==> config.mk <==
export PLATFORM = sky130hd
export DESIGN_NAME = proc_state_seq
export DESIGN_NICKNAME = d
export VERILOG_FILES = /design/src/rtl/psq_pkg.sv /design/src/rtl/psq_ctrl.sv /design/src/rtl/psq_dpath.sv /design/src/rtl/proc_state_seq.sv
export SDC_FILE = /design/constraint.sdc
export NUM_CORES = 1
export LEC_CHECK = 0
export ABC_CLOCK_PERIOD_IN_PS = 6100
export BUFFER_PORTS_ARGS = -buffer_cell sky130_fd_sc_hd__buf_2
export CAP_MARGIN = 15
export CORE_MARGIN = 10
export CORE_UTILIZATION = 45
export DETAILED_ROUTE_END_ITERATION = 7
export PLACE_DENSITY = 0.78
export SETUP_SLACK_MARGIN = 0.5
export SLEW_MARGIN = 20
export SYNTH_ARGS = -nofsm -noshare
export SYNTH_HDL_FRONTEND = slang
export SYNTH_HIERARCHICAL = 1
export SYNTH_SLANG_ARGS = --single-unit
==> constraint.sdc <==
create_clock -name clk -period 6.1 [get_ports clk]
set_input_delay 1.22 -clock clk [delete_from_list [all_inputs] [get_ports clk]]
set_output_delay 1.22 -clock clk [all_outputs]
set_load 0.1 [all_outputs]
==> src/rtl/psq_pkg.sv <==
package psq_pkg;
  localparam int XLEN  = 32;
  localparam int NSLOT = 5;
  localparam int TBIT  = 5;
  localparam int IBIT  = 7;
  localparam logic [7:0] RST_LOW = 8'hD3;
  localparam logic [7:0] IRQ_LOW = 8'hD2;
  localparam logic [2:0] SLOT_IRQ = 3'd1;

  typedef struct packed {
    logic doReset;
    logic doIrq;
    logic doRestore;
    logic doJump;
    logic doStatW;
    logic doStep;
  } stb_t;

  // bit 3 = mode owns a saved copy, bits 2:0 = its slot
  function automatic logic [3:0] modeLookup(input logic [4:0] m);
    case (m)
      5'h11:   return {1'b1, 3'd0};
      5'h12:   return {1'b1, 3'd1};
      5'h13:   return {1'b1, 3'd2};
      5'h17:   return {1'b1, 3'd3};
      5'h1B:   return {1'b1, 3'd4};
      default: return 4'd0;
    endcase
  endfunction
endpackage

==> src/rtl/psq_ctrl.sv <==
module psq_ctrl
  import psq_pkg::*;
(
  input  logic clk,
  input  logic rst,
  input  logic irqReq,
  input  logic irqMask,
  input  logic restoreReq,
  input  logic jumpReq,
  input  logic statWe,
  input  logic stepReq,
  output stb_t stb
);
  logic irqTake;
  assign irqTake = irqReq && !irqMask;

  always_comb begin
    stb = '0;
    if (rst)             stb.doReset   = 1'b1;
    else if (irqTake)    stb.doIrq     = 1'b1;
    else if (restoreReq) stb.doRestore = 1'b1;
    else if (jumpReq)    stb.doJump    = 1'b1;
    else if (statWe)     stb.doStatW   = 1'b1;
    else if (stepReq)    stb.doStep    = 1'b1;
  end


  one_event_chk: assert property (@(posedge clk) disable iff (rst)
    $onehot0({stb.doReset, stb.doIrq, stb.doRestore, stb.doJump, stb.doStatW, stb.doStep}));
endmodule

==> src/rtl/psq_dpath.sv <==
module psq_dpath
  import psq_pkg::*;
#(
  parameter int               ID_W     = 2,
  parameter logic [XLEN-1:0]  VEC_HIGH = 32'hFFFF_0000,
  parameter logic [XLEN-1:0]  VEC_LOW  = 32'h0000_0000,
  parameter logic [XLEN-1:0]  IRQ_OFS  = 32'h0000_0018
) (
  input  logic            clk,
  input  logic            rst,
  input  stb_t            stb,
  input  logic [ID_W-1:0] coreId,
  input  logic [XLEN-1:0] jumpAddr,
  input  logic [XLEN-1:0] statWdata,
  input  logic [XLEN-1:0] fetchData,
  output logic            fetchReq,
  output logic [XLEN-1:0] fetchAddr,
  output logic            fetchHalf,
  output logic [XLEN-1:0] curInstr,
  output logic [XLEN-1:0] prefInstr,
  output logic [XLEN-1:0] pc,
  output logic [XLEN-1:0] status,
  output logic            linkWe,
  output logic [XLEN-1:0] linkData,
  output logic            modeChg,
  output logic [4:0]      modeOld,
  output logic [4:0]      modeNew,
  output logic            restoreErr
);
  logic [XLEN-1:0] savedStat [NSLOT];
  logic [XLEN-1:0] vecBase, tgt, pcNext, statNext, restored;
  logic [3:0]      slotInfo;
  logic            slotOk, restoreOk, isJmp, tSel;

  assign vecBase   = (coreId == '0) ? VEC_HIGH : VEC_LOW;
  assign slotInfo  = modeLookup(status[4:0]);
  assign slotOk    = slotInfo[3];
  assign restoreOk = stb.doRestore && slotOk;
  assign restoreErr = stb.doRestore && !slotOk;

  always_comb begin
    restored = '0;
    for (int s = 0; s < NSLOT; s++)
      if (slotInfo[2:0] == 3'(s)) restored = savedStat[s];
  end

  assign tSel  = restoreOk ? restored[TBIT] : status[TBIT];
  assign isJmp = stb.doReset | stb.doIrq | stb.doRestore | stb.doJump;

  always_comb begin
    if (stb.doReset)        tgt = vecBase;
    else if (stb.doIrq)     tgt = vecBase + IRQ_OFS;
    else if (stb.doRestore) tgt = {jumpAddr[XLEN-1:1], tSel};
    else if (stb.doJump)    tgt = jumpAddr;
    else                    tgt = pc;
  end

  assign fetchHalf = isJmp ? tgt[0] : status[TBIT];
  assign fetchReq  = isJmp | stb.doStep;
  always_comb begin
    if (!isJmp)         fetchAddr = pc;
    else if (fetchHalf) fetchAddr = {tgt[XLEN-1:1], 1'b0};
    else                fetchAddr = {tgt[XLEN-1:2], 2'b00};
  end
  assign pcNext = fetchAddr + (fetchHalf ? 32'd2 : 32'd4);

  always_comb begin
    statNext = status;
    if (stb.doReset) begin
      statNext = {24'h0, RST_LOW};
    end else if (stb.doIrq) begin
      statNext = {status[XLEN-1:8], IRQ_LOW};
    end else if (stb.doRestore) begin
      if (slotOk) statNext = restored;
      statNext[TBIT] = fetchHalf;
    end else if (stb.doJump) begin
      statNext[TBIT] = fetchHalf;
    end else if (stb.doStatW) begin
      statNext = statWdata;
      statNext[TBIT] = status[TBIT];
    end
  end

  assign linkWe   = stb.doIrq;
  assign linkData = pc + (status[TBIT] ? 32'd2 : 32'd0);
  assign modeOld  = status[4:0];
  assign modeNew  = statNext[4:0];
  assign modeChg  = (stb.doIrq | restoreOk | stb.doStatW) && (statNext[4:0] != status[4:0]);

  always_ff @(posedge clk) begin
    status <= statNext;
    if (fetchReq) begin
      pc        <= pcNext;
      prefInstr <= fetchHalf ? {16'h0, fetchData[15:0]} : fetchData;
    end
    if (stb.doReset)     curInstr <= '0;
    else if (stb.doStep) curInstr <= prefInstr;
    for (int s = 0; s < NSLOT; s++) begin
      if (stb.doReset)                                savedStat[s] <= '0;
      else if (stb.doIrq && 3'(s) == SLOT_IRQ)        savedStat[s] <= status;
    end
  end


  pc_align_chk: assert property (@(posedge clk) disable iff (rst) !pc[0]);

  step_adv_chk: assert property (@(posedge clk) disable iff (rst)
    stb.doStep |=> pc == $past(pc) + ($past(status[TBIT]) ? 32'd2 : 32'd4));

  err_hold_chk: assert property (@(posedge clk) disable iff (rst)
    restoreErr |=> status == $past(status));

  statw_tbit_chk: assert property (@(posedge clk) disable iff (rst)
    stb.doStatW |=> (status[TBIT] == $past(status[TBIT])) && (pc == $past(pc)));
endmodule

==> src/rtl/proc_state_seq.sv <==
module proc_state_seq
  import psq_pkg::*;
#(
  parameter int          ID_W     = 2,
  parameter logic [31:0] VEC_HIGH = 32'hFFFF_0000,
  parameter logic [31:0] VEC_LOW  = 32'h0000_0000,
  parameter logic [31:0] IRQ_OFS  = 32'h0000_0018
) (
  input  logic            clk,
  input  logic            rst,
  input  logic [ID_W-1:0] coreId,
  input  logic            irqReq,
  input  logic            restoreReq,
  input  logic            jumpReq,
  input  logic [31:0]     jumpAddr,
  input  logic            statWe,
  input  logic [31:0]     statWdata,
  input  logic            stepReq,
  output logic            fetchReq,
  output logic [31:0]     fetchAddr,
  output logic            fetchHalf,
  input  logic [31:0]     fetchData,
  output logic [31:0]     curInstr,
  output logic [31:0]     prefInstr,
  output logic [31:0]     pcOut,
  output logic [31:0]     statusOut,
  output logic            linkWe,
  output logic [31:0]     linkData,
  output logic            gprClear,
  output logic            modeChg,
  output logic [4:0]      modeOld,
  output logic [4:0]      modeNew,
  output logic            restoreErr
);
  stb_t stb;

  psq_ctrl u_ctrl (
    .clk(clk), .rst(rst), .irqReq(irqReq), .irqMask(statusOut[IBIT]),
    .restoreReq(restoreReq), .jumpReq(jumpReq), .statWe(statWe),
    .stepReq(stepReq), .stb(stb)
  );

  psq_dpath #(.ID_W(ID_W), .VEC_HIGH(VEC_HIGH), .VEC_LOW(VEC_LOW), .IRQ_OFS(IRQ_OFS)) u_dpath (
    .clk(clk), .rst(rst), .stb(stb), .coreId(coreId), .jumpAddr(jumpAddr),
    .statWdata(statWdata), .fetchData(fetchData), .fetchReq(fetchReq),
    .fetchAddr(fetchAddr), .fetchHalf(fetchHalf), .curInstr(curInstr),
    .prefInstr(prefInstr), .pc(pcOut), .status(statusOut), .linkWe(linkWe),
    .linkData(linkData), .modeChg(modeChg), .modeOld(modeOld), .modeNew(modeNew),
    .restoreErr(restoreErr)
  );

  assign gprClear = stb.doReset;


  rst_state_chk: assert property (@(posedge clk) disable iff (rst)
    $past(rst) |-> (statusOut == 32'h0000_00D3) && (curInstr == 32'h0));

  irq_mask_chk: assert property (@(posedge clk) disable iff (rst)
    (irqReq && statusOut[IBIT]) |-> !linkWe);
endmodule

==> qor.csv <==
metric;value;unit
outcome;finished, final reports clean;
viasPerCell;5.54;
grt-ovfl-total;0;
synth-seq-cells;160;
final_cell_area;10900;µm²
maxCapViolCount;0;
numPortBuffers;311;
p_per_area;362;nW/µm²
antenna_found_initial;4;
antenna_left;0;
die_area;23600;µm²
initial_core_util;0.461;
final_hold_viol_count;0;
fp.dieW;154;µm
hold_start;u_dpath/curInstr[21]$_SDFFE_PP0P_;
clk_latency;0.42;ns
synth_top_area_frac;0.359;
dpl_worst_slack;1.04;ns
ys_seq_area_frac;0.519;
synth_ff_type;edfxtp_1;
p_sw_frac;0.464;
cts_hold_buf;0;
worst_pin_slew;0.984;ns
dpl.cell_count;1286;
slowest_delay;0.55;ns
nNetsFinal;1189;
routabilityCongestion;0.935;
intPower;2.11;mW
drt-pass1-iter-count;5;
cp-start-kind;primary input;
num_rows;48;
wirelength;26500;µm
ys_types;66;
crit_type;in2out;
grt.total_usage;0.215;
synth.most_common_cell;edfxtp_1;
slew_viol_final;0;
finalSetupTns;0;ns
final_cells;1321;
placed_cell_area;10300;µm²
register_area;4160;µm²
crit_path_cell_trace;buf_2 > nor2b_1 > nor4b_2 > buf_4 > nor2_2 > nand2_1 > a2111oi_0 > a311oi_1 > a31o_2 > a31oi_2 > buf_2;
drt_iter0_markers;548;
clk_pin_slew;0.06;ns
drc;0;
worstPathRequired;4.88;ns
synth_area_leader_cell;edfxtp_1;
async_flop_share;0;
worst_slew_margin_rel;0.342;
cp_slowest_cell;a2111oi_0;
cts_resized;0;
synth_common_cells;edfxtp_1, nor2_1, nand2_1;
die_h;154;µm
crit_fanout;14;
numCtsBuffers;17;
holdWs;0.491;ns
setup_ws;0.929;ns
core_area;17400;µm²
postCtsSetupRepairBufs;0;
crit_top_cell;buf_2;
holdPathStages;2;
clock_sinks;160;
critPathBufInv;3;
p_comb_frac;0.394;
end_kind;output port;
hold_class;reg2reg;
cts_tree;yes;
synth_area;8030;µm²
dp_hpwl;19500;µm
syn_nets;904;
syn_avg_cell_area;10.1;µm²
clock_skew;0.0110;ns
setup_viol;0;
vdd_drop_max;0.254;mV
grt_max_degree;65;
cts_max_level;4;
final.min_clock_period;5.17;ns
rr_endpoint;u_dpath/pc[22]$_DFFE_PP_;
multi_input_area;3650;µm²
grt_first_pass_wirelength;41300;µm
synthTopCellsByArea;edfxtp_1, dfxtp_1, mux2i_1;
wire_per_inst;20.1;µm
r2r_start;u_dpath/status[7]$_SDFFE_PP1P_;
period_share;0.848;
fmax;193;MHz
synthCells;795;
clkPwrFrac;0.268;
rsz0062_at_grt;no;
r2r_slack;1.98;ns
fillers;1434;
p_leak;4.53;nW
cts-root-buf;clkbuf_16;
area_growth;35.7;%
vias;7324;
synth_edf_count;96;
crit_arrival;3.95;ns
path_delay_family;compound AO/OA/AOI/OAI gates;
cts.path.max_buffers;2;
seqPwrFrac;0.338;
ios;313;
r2r_cells;12;
hold_end;u_dpath/curInstr[21]$_SDFFE_PP0P_;
switching_power;1.83;mW
yosys_warnings;6;
drive_gt1_frac;0.361;
grt_pass1_vias;7236;
==> stage by stage <==
stage          power [mW]   util
2_1_floorplan        2.56      -
4_1_cts              3.96  0.625
6_report             3.94  0.626
3_3_place_gp         2.89  0.592
5_1_grt              4.07  0.626
3_5_place_dp         2.90  0.592
==> sequential cells by signal, summed over array words and instances (netlist names) <==
register / count
u_dpath/curInstr: 32
u_dpath/pc: 32
u_dpath/prefInstr: 32
u_dpath/savedStat: 32
u_dpath/status: 32
==> worst register-to-register path, cell delays in order, from the launching register on <==
cell,delay (ns)
dfxtp_1,0.35
nor2b_1,0.47
nor2b_1,0.26
nor2_2,0.07
inv_2,0.47
nor2_1,0.19
a21oi_2,0.22
buf_4,0.27
ha_1,0.30
a31o_2,0.22
a41oi_2,0.67
nor4_1,0.17
xor2_1,0.19
==> cell families after synthesis <==
group / after synthesis / share of synthesized area
AOI/OAI and AO/OA: 140 / 0.121
buffers and inverters: 68 / 0.0411
adders and majority gates: 4 / 0.00717
xor gates and xnor gates: 56 / 0.0611
and+or+nand+nor: 329 / 0.203
muxes: 38 / 0.0478
DFF: 160 / 0.519
==> layer usage <==
layer,global-route usage,share of wire
met2,0.349,0.49
met4,0.0648,0.019
met1,0.267,0.40
met5,0,0.00041
met3,0.0689,0.096
==> power by group through the flow <==
stage	logic, mW	registers (mW)	clock network (mW)
after floorplan	0.720	1.84	0
after global placement	1.54	1.35	0
after detailed placement	1.55	1.35	0
after CTS	1.55	1.33	1.08
after global routing	1.60	1.34	1.12
final	1.55	1.33	1.06
==> placed cells by master, fill, tap and decap left out, drive strengths merged, types with 8 or more instances in the layout <==
cell type  Yosys  layout
dfxtp         64      64
clkbuf        27      18
a211oi        25      25
nand2         85      85
nor2          95      95
and3          10      10
xnor2         31      31
a21oi         24      24
nor3          16      16
nand4         11      11
a31oi         22      22
o211ai         8       8
nand3         29      29
edfxtp        96      96
mux2i         38      38
o21ai         15      15
nor4           8       8
a22oi         24      24
inv            7      14
buf           33     326
and2          51      51
xor2          25      25
==> worst max path at each step <==
stage,depth (start not counted),from,end,slack (ns)
global placement,8,irqReq,fetchAddr[30],1.05
finish,11,irqReq,modeChg,0.93
detailed placement,13,irqReq,u_dpath/pc[28]$_DFFE_PP_,1.04
floorplan,8,irqReq,fetchAddr[15],0.41
CTS,8,irqReq,fetchAddr[30],1.01
global route,8,irqReq,fetchAddr[30],0.75
==> cell type report <==
class	instances	area share
repair buffers	326	0.200
clock inverters	14	0.0139
multi-input cells	567	0.335
clock buffers	18	0.0394
diodes	3	0.000689
well taps	225	0.0258
inverters	8	0.00322
flip-flops and latches	160	0.382
(Power assumes the default switching activity.)
